$ cat src/rtl/ble_adv_pkg.sv
package ble_adv_pkg;

    localparam int unsigned BYTE_W     = 8;
    localparam int unsigned CRC_W      = 24;
    localparam int unsigned WHT_W      = 7;
    localparam int unsigned CHAN_W     = 6;
    localparam int unsigned CRC_BYTES  = CRC_W / BYTE_W;
    localparam int unsigned TAIL_IDX_W = (CRC_BYTES > 1) ? $clog2(CRC_BYTES) : 1;

    typedef enum logic [0:0] {
        ST_BODY = 1'b0,   // accepting PDU bytes (or waiting for the next packet)
        ST_TAIL = 1'b1    // emitting CRC bytes
    } enc_state_e;

    typedef struct packed {
        enc_state_e              state;
        logic                    sop;
        logic [CRC_W-1:0]        crc;
        logic [WHT_W-1:0]        lfsr;
        logic [TAIL_IDX_W-1:0]   tail_idx;
        logic                    out_valid;
        logic [BYTE_W-1:0]       out_data;
        logic                    out_last;
    } enc_reg_t;

    function automatic logic [BYTE_W-1:0] bit_flip(input logic [BYTE_W-1:0] v);
        logic [BYTE_W-1:0] r;
        for (int i = 0; i < BYTE_W; i++) begin
            r[i] = v[BYTE_W-1-i];
        end
        return r;
    endfunction

    // Channel bit i lands in state bit (WHT_W-1-i); state bit 0 is forced high.
    function automatic logic [WHT_W-1:0] wht_seed(input logic [CHAN_W-1:0] ch);
        logic [WHT_W-1:0] s;
        s = '0;
        for (int i = 0; i < CHAN_W; i++) begin
            s[WHT_W-1-i] = ch[i];
        end
        s[0] = 1'b1;
        return s;
    endfunction

endpackage

$ cat src/rtl/ble_crc_byte.sv
module ble_crc_byte
    import ble_adv_pkg::*;
#(
    parameter logic [CRC_W-1:0] POLY = 24'h00065B
) (
    input  logic [CRC_W-1:0]  crc_i,
    input  logic [BYTE_W-1:0] data_i,
    output logic [CRC_W-1:0]  crc_o
);

    logic [BYTE_W:0][CRC_W-1:0] stage;

    assign stage[0] = crc_i;

    for (genvar b = 0; b < BYTE_W; b++) begin : g_bit
        logic fb;
        assign fb           = stage[b][CRC_W-1] ^ data_i[b];
        assign stage[b+1]   = {stage[b][CRC_W-2:0], 1'b0} ^ (fb ? POLY : '0);
    end

    assign crc_o = stage[BYTE_W];

endmodule

$ cat src/rtl/ble_whiten_byte.sv
module ble_whiten_byte
    import ble_adv_pkg::*;
#(
    parameter logic [WHT_W-1:0] FB_MASK = 7'h11
) (
    input  logic [WHT_W-1:0]  lfsr_i,
    input  logic [BYTE_W-1:0] data_i,
    output logic [WHT_W-1:0]  lfsr_o,
    output logic [BYTE_W-1:0] data_o
);

    logic [BYTE_W:0][WHT_W-1:0] stage;

    assign stage[0] = lfsr_i;

    for (genvar b = 0; b < BYTE_W; b++) begin : g_bit
        logic key;
        assign key        = stage[b][WHT_W-1];
        assign data_o[b]  = data_i[b] ^ key;
        assign stage[b+1] = {stage[b][WHT_W-2:0], 1'b0} ^ (key ? FB_MASK : '0);
    end

    assign lfsr_o = stage[BYTE_W];

endmodule

$ cat src/rtl/ble_adv_encoder.sv
module ble_adv_encoder
    import ble_adv_pkg::*;
#(
    parameter logic [CRC_W-1:0] CRC_INIT = 24'h555555,
    parameter logic [CRC_W-1:0] CRC_POLY = 24'h00065B,
    parameter logic [WHT_W-1:0] WHT_FB   = 7'h11
) (
    input  logic              clk,
    input  logic              rst_n,
    input  logic              s_valid,
    output logic              s_ready,
    input  logic [7:0]        s_data,
    input  logic              s_last,
    input  logic [5:0]        s_chan,
    output logic              m_valid,
    input  logic              m_ready,
    output logic [7:0]        m_data,
    output logic              m_last
);

    localparam logic [TAIL_IDX_W-1:0] LAST_TAIL = TAIL_IDX_W'(CRC_BYTES - 1);

    enc_reg_t q, d;

    logic              slot_free;
    logic              in_fire;
    logic              in_tail;
    logic [CRC_W-1:0]  crc_src;
    logic [CRC_W-1:0]  crc_new;
    logic [CRC_W-1:0]  crc_shifted;
    logic [BYTE_W-1:0] tail_raw;
    logic [WHT_W-1:0]  wht_src;
    logic [WHT_W-1:0]  wht_new;
    logic [BYTE_W-1:0] wht_in;
    logic [BYTE_W-1:0] wht_out;

    assign in_tail     = (q.state == ST_TAIL);
    assign slot_free   = !q.out_valid || m_ready;
    assign s_ready     = !in_tail && slot_free;
    assign in_fire     = s_valid && s_ready;

    assign crc_src     = q.sop ? CRC_INIT : q.crc;
    assign crc_shifted = q.crc << {q.tail_idx, 3'b000};
    assign tail_raw    = crc_shifted[CRC_W-1 -: BYTE_W];

    assign wht_src     = in_tail ? q.lfsr : (q.sop ? wht_seed(s_chan) : q.lfsr);
    assign wht_in      = in_tail ? bit_flip(tail_raw) : s_data;

    ble_crc_byte #(
        .POLY   (CRC_POLY)
    ) crc_u (
        .crc_i  (crc_src),
        .data_i (s_data),
        .crc_o  (crc_new)
    );

    ble_whiten_byte #(
        .FB_MASK(WHT_FB)
    ) wht_u (
        .lfsr_i (wht_src),
        .data_i (wht_in),
        .lfsr_o (wht_new),
        .data_o (wht_out)
    );

    always_comb begin
        d = q;
        if (q.out_valid && m_ready) begin
            d.out_valid = 1'b0;
            d.out_last  = 1'b0;
        end
        if (in_fire) begin
            d.crc       = crc_new;
            d.lfsr      = wht_new;
            d.sop       = 1'b0;
            d.out_valid = 1'b1;
            d.out_data  = bit_flip(wht_out);
            d.out_last  = 1'b0;
            if (s_last) begin
                d.state    = ST_TAIL;
                d.tail_idx = '0;
            end
        end else if (in_tail && slot_free) begin
            d.lfsr      = wht_new;
            d.out_valid = 1'b1;
            d.out_data  = bit_flip(wht_out);
            d.out_last  = (q.tail_idx == LAST_TAIL);
            if (q.tail_idx == LAST_TAIL) begin
                d.state = ST_BODY;
                d.sop   = 1'b1;
            end else begin
                d.tail_idx = q.tail_idx + 1'b1;
            end
        end
    end

    always_ff @(posedge clk or negedge rst_n) begin
        if (!rst_n) begin
            q.state     <= ST_BODY;
            q.sop       <= 1'b1;
            q.crc       <= CRC_INIT;
            q.lfsr      <= '0;
            q.tail_idx  <= '0;
            q.out_valid <= 1'b0;
            q.out_data  <= '0;
            q.out_last  <= 1'b0;
        end else begin
            q <= d;
        end
    end

    assign m_valid = q.out_valid;
    assign m_data  = q.out_data;
    assign m_last  = q.out_last;

endmodule

$ cat config.mk
export PLATFORM = sky130hd
export DESIGN_NAME = ble_adv_encoder
export DESIGN_NICKNAME = d
export VERILOG_FILES = /design/src/rtl/ble_adv_pkg.sv /design/src/rtl/ble_crc_byte.sv /design/src/rtl/ble_whiten_byte.sv /design/src/rtl/ble_adv_encoder.sv
export SDC_FILE = /design/constraint.sdc
export NUM_CORES = 1
export LEC_CHECK = 0
export ABC_AREA = 1
export BUFFER_PORTS_ARGS = -buffer_cell sky130_fd_sc_hd__buf_2
export CAP_MARGIN = 10
export CORE_MARGIN = 4
export CORE_UTILIZATION = 30
export CTS_BUF_LIST = sky130_fd_sc_hd__clkbuf_2
export CTS_CLUSTER_DIAMETER = 150
export DETAILED_ROUTE_END_ITERATION = 16
export REMOVE_ABC_BUFFERS = 1
export SYNTH_ARGS = -nofsm -noshare
export SYNTH_HDL_FRONTEND = slang
export SYNTH_SLANG_ARGS = --single-unit
$ cat constraint.sdc
create_clock -name clk -period 2.5 [get_ports clk]
set_input_delay 0.5 -clock clk [delete_from_list [all_inputs] [get_ports clk]]
set_output_delay 0.5 -clock clk [all_outputs]
set_load 0.02 [all_outputs]
---- Yosys cells after proc, flatten, opt, wreduce, memory -nomap -nowiden ----
Cells that the tools add are included.
word-level totals
  output and inout port bits .............. 11
  input port bits ......................... 19
  flip-flop bits (word level) ............. 45
  logic and storage cells ................. 87
operators by class
  equal/unequal tests ..................... 3
  bitwise operators ....................... 32
  add/sub/neg operators ................... 1
  reductions and logical operators ........ 13
  shifts and indexed selects .............. 1
  multiplexer cells ....................... 29
operators by type and width
  cell                                                           number
  24-bit XOR                                                     8
  11-bit 2-to-1 mux                                              8
  7-bit XOR                                                      8
  5-bit 2-to-1 mux                                               8
  19-bit 2-to-1 mux                                              2
  24-bit 2-to-1 mux                                              1
  24-bit by 5-bit << shifter with 24-bit output                  1
  1-bit XOR                                                      16
  7-bit 2-to-1 mux                                               2
  2-bit 2-to-1 mux                                               5
  8-bit 2-to-1 mux                                               1
  3-bit AND reduction                                            2
  1-bit logical AND                                              4
  2-bit != test, second input constant                           2
  2-bit nonzero test                                             2
  3-bit nonzero test                                             1
  2-bit by 1-bit adder with 2-bit output, second input constant  1
  2-bit == test, second input constant                           1
  1-bit zero test                                                2
  1-bit 2-to-1 mux                                               2
  2-bit AND reduction                                            1
  1-bit logical OR                                               1

---- Depth between registers and ports, before layout ----
Gate-level depths: netlist of run 1.
  depth in word-level cells ............... 25
  gate-level depth with buffers ........... 14
  mapped depth without buffers ............ 12

---- Modules after synthesis ----
Synthesis of run 1 repeated with hierarchy kept, for this count alone.
second synthesis, totals
  cells, all modules ...................... 519
  area total of the unflattened synthesis .. 3373.2 µm²
modules (own cells, without submodules)
  module           area an instance (µm²)  cells each  instances  sequential area each (µm²)
  ble_adv_encoder  2382.3                  323         1          1142.3
  ble_crc_byte     710.7                   143         1          0.0
  ble_whiten_byte  280.3                   53          1          0.0

---- Worst setup path after synthesis of run 1 ----
OpenSTA, ideal clock, no wires.
  kind .................................... register -> register
  start ................................... register q[43] (netlist name)
  end ..................................... register q[17] (netlist name)
  buffers on the path ..................... 0
  slack ................................... 975 ps
  data required time ...................... 2383 ps
  library setup time ...................... 117 ps
  cell stages (with the launch flop) ...... 12
  data arrival time ....................... 1407 ps
  clock period less this slack ............ 1525 ps
  cell sequence ........................... dfstp_2 inv_2 nor2_2 nand2_1 o21ai_1 nand2_2 nand2_1 nand2_1 nand2_1 nand2_2 nand2_1 o21ai_2
between the ends
  cells in the longest elaborated chain, start to end .. 15
  elaborated cells between the ends (all ways) .. 16
  those cells by class .................... mux (8); bitwise (8)
RTL lines
  element                           RTL line               text
  start: declaration                ble_adv_encoder.sv:23  enc_reg_t q, d;
  7-bit 2-to-1 mux * (2 in series)  ble_adv_encoder.sv:46  assign wht_src = in_tail ? q.lfsr : (q.sop ? wht_seed(s_chan) : q.lfsr);
  5-bit 2-to-1 mux                  ble_whiten_byte.sv:20  assign stage[b+1] = {stage[b][WHT_W-2:0], 1'b0} ^ (key ? FB_MASK : '0);
  7-bit XOR * (3 in series)         ble_whiten_byte.sv:20
  5-bit 2-to-1 mux                  ble_whiten_byte.sv:20
  7-bit XOR * (3 in series)         ble_whiten_byte.sv:20
  5-bit 2-to-1 mux                  ble_whiten_byte.sv:20
  7-bit XOR * (2 in series)         ble_whiten_byte.sv:20
  19-bit 2-to-1 mux                 ble_adv_encoder.sv:83  end else if (in_tail && slot_free) begin
  19-bit 2-to-1 mux *               ble_adv_encoder.sv:72  if (in_fire) begin
Every way passes the cells marked *; elsewhere a longest branch is shown, timed or not. The select of a mux whose other input is x is not followed.
A chain may end at the register's enable or synchronous reset.

---- Final worst setup path of run 1 ----
  start ................................... register q[43] (netlist name)
  end ..................................... register q[24] (netlist name)
between the ends
  cells in the longest elaborated chain, start to end .. 11
  elaborated cells between the ends (all ways) .. 17
  those cells by class .................... mux (5); bitwise (12)
RTL lines
  element                                          RTL line                                text
  24-bit 2-to-1 mux *                              ble_adv_encoder.sv:42                   assign crc_src = q.sop ? CRC_INIT : q.crc;
  24-bit XOR * (2 in series)                       ble_crc_byte.sv:18                      assign stage[b+1] = {stage[b][CRC_W-2:0], 1'b0} ^ (fb ? POLY : '0);
  1-bit XOR / 24-bit XOR (equally long branches)   ble_crc_byte.sv:17, ble_crc_byte.sv:18
  11-bit 2-to-1 mux, or another cell as far along  ble_crc_byte.sv:18
  24-bit XOR * (6 in series)                       ble_crc_byte.sv:18
Every way passes the cells marked *; elsewhere a longest branch is shown, timed or not.

==> results of run 1 <==
-- worst register-to-register path, cell delays in order (launching register included) --
cell	delay, ns
dfstp_2	0.65
inv_2	0.17
nand2_1	0.11
nand2_1	0.05
nand2_1	0.26
nand2_1	0.13
nand2_1	0.13
nand2_1	0.11
nand2_1	0.09
nand2_1	0.06
nand3_1	0.07
nand2_1	0.06
-- cell families after synthesis --
family	count (synthesis)
flops	45
fa+ha+maj	1
xor+xnor	16
compound gates	61
simple gates	264
buf+inv	83
-- through the flow --
step | instance area (um2) | util | hold slack [ns] | instances
6_report | 3407 | 0.3315 | 0.03738 | 625
5_1_grt | 3407 | 0.3315 | 0.008577 | 625
4_1_cts | 3407 | 0.3315 | 0.02269 | 625
3_5_place_dp | 3367 | 0.3276 | 0.4677 | 617
3_3_place_gp | 3367 | 0.3276 | 0.4638 | 617
2_1_floorplan | 3009 | - | 0.2044 | 448
-- where the power goes --
group / total (W) / switching (W) / internal (W)
clock: 0.000319 / 0.000243 / 0.0000764
combinational: 0.00301 / 0.00198 / 0.00104
sequential: 0.00143 / 0.000276 / 0.00116
total: 0.00476 / 0.00249 / 0.00227
-- registers in the layout, indices dropped and copies added, names as in the netlist --
signal and flops:
in_tail 1, m_data 8, m_last 1, m_valid 1, q 34
-- metal layers --
layer  wire [um]  share of wire
met3         409          0.051
met2        3860           0.48
met4          65         0.0082
met5           0              0
met1        3634           0.46
-- cells in the mapped netlist --
cell and instances:
nor2_4 2, dfrtp_1 32, o21ai_2 2, xor2_1 12
nand2_1 183, o211ai_1 5, nand3_1 49, or2_2 3
ha_1 1, nor2_1 13, o21ai_1 15, o21ai_0 33
inv_1 50, buf_2 5, xnor2_2 3, a21o_1 1
nand2_2 5, buf_6 3, o21ai_4 1, dfstp_2 13
a21oi_1 2, o21a_1 1, buf_4 11, clkinv_1 1
nand3b_1 3, nand4_1 2, inv_2 9, a21boi_0 1
inv_6 1, xnor2_1 1, clkbuf_1 3, or2_1 2
nor2_2 2
-- final cells by class --
| class | count | area (um2) | area share |
|---|---|---|---|
| clock buffer | 7 | 35.03 | 0.01028 |
| sequential | 45 | 1142 | 0.3353 |
| clock inverter | 1 | 5.005 | 0.001469 |
| timing repair buffer | 33 | 187.7 | 0.05509 |
| tap | 136 | 170.2 | 0.04994 |
| inverter | 61 | 234.0 | 0.06867 |
| multi-input combinational | 342 | 1633 | 0.4793 |
-- worst max-delay path by stage --
stage / cells after the start / slack (ns) / to
2_1_floorplan: 8 / 0.61 / q[16]
3_3_place_gp: 11 / 0.60 / q[17]
3_5_place_dp: 11 / 0.58 / q[24]
4_1_cts: 11 / 0.52 / q[24]
5_1_grt: 11 / 0.30 / q[17]
6_report: 11 / 0.53 / q[24]
==> results.md, run 1 <==
Outcome:
- The flow ran to the end, and the final reports show no timing, DRC or antenna violations.

Clocking:
- The count of clock tree sinks is 45.
- The maximum root-to-sink buffer count is 2.
- The master cell of the clock root buffer is clkbuf_2.
- Once the clock tree was built, the setup fixing pass inserted 0 buffers.
- The count of instances resized after the clock tree is built is 0.
- The clock latency at the later pin of the worst-skew pair is 0.41 ns.
- The clock tree from TritonCTS is done.
- The clock edge transition at the registers on the reported setup and hold paths is 0.24 ns.
- The TritonCTS buffer count is 5.
- The H-tree was split into 2 levels.
- The number of buffers added to fix hold violations after cts is 0.

STA:
- The number of hold-slack violations in the final timing report is 0.
- Derived from the worst setup path, the maximum achievable clock frequency is 507.8 MHz.
- The number of setup violations in the final report is 0.
- Summed over all failing endpoints, the final setup total negative slack is 0 ns.
- In the post-route analysis, the smallest setup slack over all paths is 0.5309 ns.
- The transition time at the pin with the least slew margin is 0.6026 ns.
- The clock skew is 0.02765 ns.
- Setup repair after global routing left no endpoint under its margin.
- The total count of max-transition violations in the final report is 0.
- The share of the clock period used by the worst path after layout is 0.7877.
- The relative slew slack is 0.5982.
- The worst path in the final design needs a cycle of 1.969 ns, including I/O delays and setup.

Floorplan:
- After floorplanning, the core was divided into 37 placement rows.
- For this design the top-level I/O count stands at 30.
- The starting utilization of the core area is 0.3076.
- The die covers 12250 um2.
- The die is 110.7 um wide.
- After floorplanning, the core was sized to cover 10280 um2.
- In this run the vertical extent of the chip is 110.7 um.

Layout:
- The number of fill cells is 1152.
- 0 antenna diodes ended up in the layout.
- The proportion of layout cells with a drive suffix above 1 is 0.1677.
- In the layout the commonest cells are nand2_1 (183), inv_1 (50), nand3_1 (49), o21ai_0 (33), dfrtp_1 (32).
- From synthesis to final layout, the design area changed by 7.756%.
- The library cell used most frequently in the layout, excluding fill and tap cells, is nand2_1.
- At the end of the flow, the number of nets in the layout was 508.

Synth:
- During synthesis, Yosys emitted a total of 0 warnings.
- Synthesis produced 470 cells.
- After synthesis, the cell types taking the most area are dfrtp_1 (25%), nand2_1 (22%), dfstp_2 (11%), nand3_1 (7.8%), inv_1 (5.9%).
- The share of synthesized area in the top cell type comes to 0.2533.
- A synthesized cell averages 6.727 um2.
- After synthesis, the netlist uses 33 different library cells.
- Counting flops and latches in the post-synthesis netlist gives 45.
- The compound-gate portion of the synthesized area was 0.1088.
- The portion of netlist area occupied by mux cells is 0.
- The simple-gate portion of the synthesized area is 0.3522.
- The sequential cell area fraction in the yosys report is 0.3613.
- The largest total area in the synthesized netlist belongs to dfrtp_1.
- After synthesis, the largest family of logic cells by area is simple AND/OR/NAND/NOR gates.
- After synthesis the cells add up to 3162 um2.
- Of the total synthesized cell area, the portion taken by XOR and XNOR cells is 0.05144.
- The adder-cell share of the synthesized area is 0.003957.

Placement:
- The last weighted congestion value of the routability-driven placer is 0.8590.
- Once detailed placement completed, the half-perimeter wirelength came to 6083 um.
- The number of port buffers is 29.
- The worst slack at placement is 0.5773 ns.

Global route:
- The routing usage on met2 is 0.2326.
- Entering global routing, the biggest net connects 34 pins.
- The via count of the first global-routing pass was 2922.
- The initial antenna violation count is 0.
- The met1 routing resource usage after global routing is 0.1694.
- In the global route stage, met3 resource usage came out at 0.02729.
- The first global-routing pass estimated 13890 um of wire.
- In this run the most used layer during global routing was met2.
- The combined global-route utilization of all metal layers is 0.1345.
- The total global routing overflow is 0.

Detailed routing:
- The via density per instance is 4.717.
- The number of iterations in the first detailed-routing pass is 5.
- The via total after detailed routing is 2948.
- For this block, the initial DRC count from the detailed router was 172.
- The post-route antenna net violation count is 0.
- The wire length reported by the detailed router is 7970 um.
- The per-cell routed wire length is 12.75 um.
- The post-detailed-route DRC marker count is 0.

Power:
- Dividing total power by cell area gives a power density of 1398 nW/um2.
- The design draws 0.004762 W.
- The worst-case IR drop observed on VDD is 0.4685 mV.
- The standby leakage power is 1.806 nW.

Worst setup path:
- The kind of start point of the critical path is a flop.
- The buffers plus inverters on the worst setup path is 1.
- The type of destination of the critical path is a flop.
- The critical path goes through inv_2 -> nand2_1 -> nand2_1 -> nand2_1 -> nand2_1 -> nand2_1 -> nand2_1 -> nand2_1 -> nand2_1 -> nand3_1 -> nand2_1.
- The worst register-to-register path ends at q[24].
- The critical-path cell with the highest stage delay is dfstp_2.
- On the worst path, the slowest cell contributes a delay of 0.65 ns.
- The startpoint identified for the worst register-to-register timing path is q[43].
- STA puts the critical path data required time at 2.83 ns.
- The critical path data arrival time is 2.30 ns.
- The critical path starts at q[43].
- Among the stages of the critical path, the cell type that occurs most often is nand2_1.
- The largest delay contributor family on the critical path is simple AND/OR/NAND/NOR gates.
- The worst setup path is of the flop to flop kind.
- The worst register-to-register path has a depth of 11.
- The largest fanout on the critical path is 19.
- The register-to-register path setup slack is 0.53 ns.

Job:
- The number of max-capacitance violations reported is 0.

Worst hold path:
- The min-delay analysis places its worst path in the category input port to async pin.
Power figures use the tool's default switching activity.
==> inputs of run 2 (changes only) <==
==> constraint.sdc (replaced) <==
create_clock -name clk -period 1.62 [get_ports clk]
set_input_delay 0.324 -clock clk [delete_from_list [all_inputs] [get_ports clk]]
set_output_delay 0.324 -clock clk [all_outputs]
set_load 0.02 [all_outputs]
==> run 2 against run 1 <==
Effect of this change: the run now ends with negative setup slack left; via count grew 5.1%; final cell count grew 5.9%; critical path depth shrank 2; sequential share of layout area shrank 3.9 points; total power grew 77%; highest routed layer unchanged.
==> results.md, run 2 (synthesized netlist as in run 1, its figures left out) <==
Floorplan:
- The standard cell core area came to 10280 um2 (unchanged).
- The height of the die came to 110.7 um (unchanged).
- The count of standard-cell rows is 37 (unchanged).
- The starting utilization of the core area is 0.3076 (unchanged).
- The number of primary I/O pins came to 30 (unchanged).
- The area enclosed by the die boundary is 12250 um2 (unchanged).
- The die width is 110.7 um (unchanged).

Layout:
- The library cell used most frequently in the layout, excluding fill and tap cells, is nand2_1.
- The number of standard cells in the layout, taps in and fillers out is 662 (+5.9%).
- The antenna diode count came to 0 (unchanged).
- The number of nets in the finished design is 545 (+7.3%).
- Counting flops per register, the top entry is q.
- The proportion of layout cells with a drive suffix above 1 is 0.3023 (+0.1346).
- The flip-flop count of the largest register after layout is 34 (unchanged).
- The number of fill cells was 1121 (-2.7%).
- In the layout the commonest cells are nand2_1 (155), inv_1 (48), nand3_1 (48), buf_4 (37).
- Relative to the synthesized area, the layout overhead comes to 22.16%.

Global route:
- The global-route wire length before repair is 14320 um (+3.1%).
- The initial antenna violation count is 0 (unchanged).
- The via count of the first global-routing pass is 3030 (+3.7%).
- The combined global-route utilization of all metal layers is 0.1406 (+0.006114).
- The total global routing overflow was 0 (unchanged).
- The pin count of the biggest net entering global routing is 29 (-15%).

Clocking:
- The count of clock tree sinks is 45 (unchanged).
- The H-tree depth was 2 (unchanged).
- The maximum root-to-sink buffer count came to 2 (unchanged).
- The TritonCTS buffer count came to 5 (unchanged).
- The clock latency at the later pin of the worst-skew pair is 0.44 ns (+0.03 ns).
- The clock edge transition at the registers on the reported setup and hold paths is 0.25 ns (about the same).
- TritonCTS built the clock tree.
- The tree is rooted in a clkbuf_2.

Detailed routing:
- The per-cell routed wire length is 12.88 um (+1.0%).
- The number of iterations in the first detailed-routing pass was 5 (unchanged).
- The post-detailed-route DRC marker count is 0 (unchanged).
- The post-route antenna net violation count came to 0 (unchanged).
- The via total after detailed routing was 3099 (+5.1%).
- The via density per instance is 4.681 (-0.75%).
- The wire length reported by the detailed router came to 8526 um (+7.0%).
- The number of DRC markers after the initial detailed-route iteration was 183 (+6.4%).

Worst setup path:
- The critical path data arrival time came to 2.10 ns (-0.20 ns).
- The type of destination of the critical path is a flop.
- The count of cells along the worst register-to-register path is 9 (-2).
- The type of the worst setup path is flop to flop.
- The largest fanout on the critical path is 10 (-9).
- The required arrival time at the worst endpoint is 2.00 ns (-0.83 ns).
- The kind of start point of the critical path is a flop.

STA:
- The clock skew is 0.02505 ns (-0.002604 ns).
- The hold slack is 0.09121 ns (+0.05384 ns).
- The smallest setup slack after layout was -0.09992 ns (-0.6308 ns).
- The total count of max-transition violations in the final report is 0 (unchanged).
- The number of hold-slack violations in the final timing report is 0 (unchanged).
- The transition time at the pin with the least slew margin is 0.4589 ns (-0.1438 ns).
- The maximum clock rate is 581.4 MHz (+14%).
- The number of setup violations in the final report came to 17 (+17).
- The share of the clock period used by the worst path after layout is 1.062 (+0.2740).
- The minimum period implied by the final worst setup slack came to 1.720 ns (-0.2492 ns).
- The relative slew slack was 0.6941 (+0.09585).
- Setup repair after global routing could not meet its margin everywhere.

Power:
- The maximum resistive drop on vdd is 0.7186 mV (+53%).
- The total power per unit cell area is 2183 nW/um2 (+56%).
- The standby leakage power is 2.007 nW (+11%).

Placement:
- The last weighted congestion value of the routability-driven placer is 0.8539 (-0.59%).
- The detailed-placement wirelength estimate was 6459 um (+6.2%).
- The number of instances in the placed design is 642 (+4.1%).
- The number of port buffers came to 29 (unchanged).

Job:
- The number of max-capacitance violations reported is 0 (unchanged).

Outcome:
- The run finished, with violations left.
- The final reports fail on negative setup slack.

Worst hold path:
- The path class of the tightest hold or removal check is input port to flop.
- The worst hold path was traced through 3 stages.
run 2: cell types whose count changed in the layout (fill, tap and decap cells not counted), sizes merged:
cell | previous run | this run
clkinv | 2 | 3
buf | 33 | 69
dlygate4sd3 | 0 | 1
clkbuf | 7 | 6
run 2: report_power, final:
| part | total (W) | internal (W) | switching (W) |
|---|---|---|---|
| sequential | 0.00222 | 0.00179 | 0.000436 |
| combinational | 0.00571 | 0.00229 | 0.00342 |
| clock | 0.000503 | 0.000108 | 0.000395 |
run 2: what timing repair did:
item                                   in CTS  in global routing
gates cloned                                0                  0
endpoints found under the hold margin      17                  0
hold buffers                                1                  0
setup endpoints to repair                  27                 32
pin swaps                                   2                  2
buffers inserted                            7                  4
gates resized for setup                    25                 30
run 2: critical path, cell delays in order, from the launching register on:
cell     delay, ns
dfstp_2       0.64
buf_6         0.16
buf_4         0.11
buf_4         0.09
buf_4         0.10
nor2_1        0.04
xor2_1        0.16
or2_1         0.21
nand3_1       0.07
o21ai_1       0.07
run 2: routing by layer:
metal / share of wire / GRT usage
met1: 0.45 / 0.1766
met2: 0.49 / 0.2435
met3: 0.041 / 0.02402
met4: 0.017 / 0.04762
met5: 0 / 0
run 2: area by class of cell:
type	instances	area, um2	area share
Clock buffer	6	30.03	0.007775
Clock inverter	2	10.01	0.002592
Inverter	61	237.7	0.06155
Multi-Input combinational cell	342	1789	0.4632
Sequential cell	45	1144	0.2961
Tap cell	136	170.2	0.04406
Timing Repair Buffer	70	481.7	0.1247
run 2: path summary, 6_finish.rpt:
| kind | start | to | slack, ns |
|---|---|---|---|
| worst min register to register | q[27] | q[27] | 0.50 |
| min in group asynchronous | rst_n | m_data[2] | 0.32 |
| worst min-delay path | s_valid | m_valid | 0.09 |
| worst max register to register | q[43] | q[31] | -0.1 |
| worst max-delay path | q[43] | q[31] | -0.1 |
| max in group asynchronous | rst_n | q[21] | 0.69 |
run 2: stage by stage:
| stage | utilization | instance area (um2) | setup slack [ns] | setup TNS, ns | total power, W |
|---|---|---|---|---|---|
| after floorplan | - | 3009 | -0.2715 | -4.992 | 0.005671 |
| after global placement | 0.3459 | 3555 | -0.04824 | -0.2147 | 0.007202 |
| after detailed placement | 0.3459 | 3555 | -0.1664 | -1.044 | 0.007305 |
| after CTS | 0.3640 | 3741 | -0.06004 | -0.5356 | 0.008152 |
| after global routing | 0.3758 | 3862 | -0.2293 | -3.719 | 0.009302 |
| final | 0.3758 | 3862 | -0.09992 | -0.8050 | 0.008432 |
==> inputs of run 3 (changes only) <==
--- a/config.mk
+++ b/config.mk
@@ -14,6 +14,7 @@
 export CTS_CLUSTER_DIAMETER = 150
 export DETAILED_ROUTE_END_ITERATION = 16
 export REMOVE_ABC_BUFFERS = 1
+export SETUP_SLACK_MARGIN = 0.2
 export SYNTH_ARGS = -nofsm -noshare
 export SYNTH_HDL_FRONTEND = slang
 export SYNTH_SLANG_ARGS = --single-unit
==> run 3 against run 2 <==
Effect of this change: routed wire length up 3.3%; first-iteration DRC count increased by 21%; non-clock buffer count up 15; the flow still finishes with violations (negative setup slack); register-to-register slack is essentially flat; die area is the same; clock-buffer cell count unchanged; core utilization grew 2.3 points; final cell count increased by 2.3%; clock skew decreased by 0.0039 ns; critical path type unchanged; hold slack gained 0.011 ns.
==> results.md, run 3 (synthesized netlist as in run 1, its figures left out) <==
Clocking:
- The clock latency at the later pin of the worst-skew pair is 0.44 ns (about the same).
- The count of clock tree sinks is 45 (unchanged).
- The H-tree depth is 2 (unchanged).
- The tree is rooted in a clkbuf_2.
- The maximum root-to-sink buffer count came to 2 (unchanged).
- The clock edge transition at the registers on the reported setup and hold paths came to 0.25 ns (about the same).
- The TritonCTS buffer count came to 5 (unchanged).
- TritonCTS built the clock tree.

Global route:
- The combined global-route utilization of all metal layers came to 0.1421 (+0.001476).
- The pin count of the biggest net entering global routing is 29 (unchanged).
- The total global routing overflow came to 0 (unchanged).
- The global-route wire length before repair was 14470 um (+1.0%).
- The initial antenna violation count is 0 (unchanged).
- The via count of the first global-routing pass is 3046 (+0.53%).

Layout:
- From synthesis to final layout, the design area changed by 29.76%.
- q holds more flip-flops than any other register.
- The flip-flop count of the largest register after layout came to 34 (unchanged).
- The number of fill cells is 1096 (-2.2%).
- The number of nets in the finished design was 560 (+2.8%).
- The top cell types in the final layout, fill and taps aside, are nand2_1 (147), inv_1 (48), buf_4 (47), nand3_1 (46), nand2_2 (37).
- The library cell used most frequently in the layout, excluding fill and tap cells, is nand2_1.
- The antenna diode count is 0 (unchanged).
- The proportion of layout cells with a drive suffix above 1 is 0.3475 (+0.04522).

Detailed routing:
- The number of iterations in the first detailed-routing pass is 5 (unchanged).
- The via density per instance was 4.626 (-1.2%).
- The via total after detailed routing came to 3132 (+1.1%).
- The wire length reported by the detailed router is 8811 um (+3.3%).
- The post-route antenna net violation count came to 0 (unchanged).
- The post-detailed-route DRC marker count is 0 (unchanged).
- The per-cell routed wire length was 13.01 um (+1.1%).
- The number of DRC markers after the initial detailed-route iteration is 221 (+21%).

Placement:
- The last weighted congestion value of the routability-driven placer is 0.8539 (unchanged).
- The number of port buffers is 29 (unchanged).
- The detailed-placement wirelength estimate came to 6459 um (unchanged).
- The worst slack at placement was -0.1664 ns (unchanged).

STA:
- The transition time at the pin with the least slew margin came to 0.4571 ns (-0.001788 ns).
- The relative slew slack is 0.6953 (+0.001191).
- The number of hold-slack violations in the final timing report is 0 (unchanged).
- The maximum clock rate is 578.3 MHz (-0.53%).
- The summed negative setup slack over all endpoints is -1.036 ns (-0.2308 ns).
- The clock skew was 0.02117 ns (-0.003877 ns).
- The total count of max-transition violations in the final report was 0 (unchanged).
- Setup repair after global routing could not meet its margin everywhere.
- The minimum period implied by the final worst setup slack was 1.729 ns (+0.009231 ns).
- The share of the clock period used by the worst path after layout came to 1.067 (+0.005698).
- The number of setup violations in the final report is 19 (+2).
- The smallest setup slack after layout is -0.1091 ns (-0.009231 ns).

Worst setup path:
- The kind of start point of the critical path is a flop.
- The register-to-register path setup slack came to -0.11 ns (about the same).
- The type of the worst setup path is flop to flop.
- The worst register-to-register path ends at q[17].
- The critical path data arrival time was 2.09 ns (about the same).
- The largest fanout on the critical path is 13 (+3).
- STA classifies the critical path endpoint as a flop.
- Following the worst setup path forward leads to its endpoint at q[17].
- The count of cells along the worst register-to-register path was 10 (+1).
- The required arrival time at the worst endpoint is 1.98 ns (-0.02 ns).
- The beginning of the worst register-to-register path is q[43].
- The beginning of the critical path is q[43].

Power:
- The standby leakage power was 2.116 nW (+5.4%).
- The total power per unit cell area is 2194 nW/um2 (+0.52%).
- The maximum resistive drop on vdd is 0.7365 mV (+2.5%).

Outcome:
- The run finished, with violations left.
- The checks that failed: negative setup slack.

Floorplan:
- The number of primary I/O pins is 30 (unchanged).
- The height of the die came to 110.7 um (unchanged).
- The standard cell core area is 10280 um2 (unchanged).
- The die width is 110.7 um (unchanged).
- The starting utilization of the core area is 0.3076 (unchanged).
- The count of standard-cell rows is 37 (unchanged).
- The area enclosed by the die boundary is 12250 um2 (unchanged).

Job:
- The number of max-capacitance violations reported is 0 (unchanged).

Worst hold path:
- In this run the worst hold path is classified as input port to flop.
## run 3: how the worst min path moves through the flow
stage                       start         to  depth (start not counted)
final                     s_valid    m_valid                          3
after global routing      s_valid    m_valid                          3
after CTS                 s_valid    m_valid                          3
after detailed placement    rst_n  m_data[2]                          1
after global placement      rst_n  m_data[2]                          1
after floorplan             rst_n    in_tail                          0
## run 3: area by class of cell
type / instances / area, um2 / share of cell area
Multi-Input combinational cell: 342 / 1852 / 0.4514
Clock inverter: 2 / 10.01 / 0.002440
Timing Repair Buffer: 85 / 656.9 / 0.1601
Sequential cell: 45 / 1145 / 0.2790
Inverter: 61 / 239.0 / 0.05825
Tap cell: 136 / 170.2 / 0.04148
Clock buffer: 6 / 30.03 / 0.007319
## run 3: where the power goes
part | switching (W) | internal (W)
clock network | 0.000393 | 0.000108
registers | 0.000455 | 0.00179
logic | 0.00360 | 0.00266
total | 0.00445 | 0.00456
## run 3: worst max-delay path, stage by stage (launching register included)
cell      delay [ns]
dfstp_2         0.65
inv_4           0.09
nor2_4          0.18
buf_4           0.14
buf_4           0.09
nor2_1          0.04
nand3b_1        0.16
nand2_2         0.09
nand2_2         0.08
nand2_1         0.09
o21ai_2         0.05
## run 3: metrics by stage
stage / util / cell area (um2) / hold WS, ns / std cells / total power, W
global route: 0.3992 / 4103 / 0.1026 / 677 / 0.009861
detailed placement: 0.3459 / 3555 / 0.2988 / 642 / 0.007305
CTS: 0.3706 / 3809 / 0.08846 / 659 / 0.008296
floorplan: - / 3009 / 0.02841 / 448 / 0.005671
global placement: 0.3459 / 3555 / 0.2950 / 642 / 0.007202
finish: 0.3992 / 4103 / 0.1023 / 677 / 0.009003
## run 3: repair_timing
| item | 4_1_cts | 5_1_grt |
|---|---|---|
| setup buffers | 8 | 18 |
| hold buffers | 1 | 0 |
| pin swaps | 4 | 2 |
| endpoints found under the hold margin | 17 | 0 |
| gates resized for setup | 41 | 49 |
| endpoints found under the setup margin | 37 | 47 |
## run 3: routing by layer
layer | part of all wire | routed length (um) | GRT usage | vias up
met5 | 0 | 0 | 0 | -
met4 | 0.016 | 144 | 0.04516 | 0
met3 | 0.037 | 323 | 0.02238 | 11
met2 | 0.50 | 4418 | 0.2516 | 51
met1 | 0.45 | 3925 | 0.1762 | 1467
li1 | - | - | - | 1603
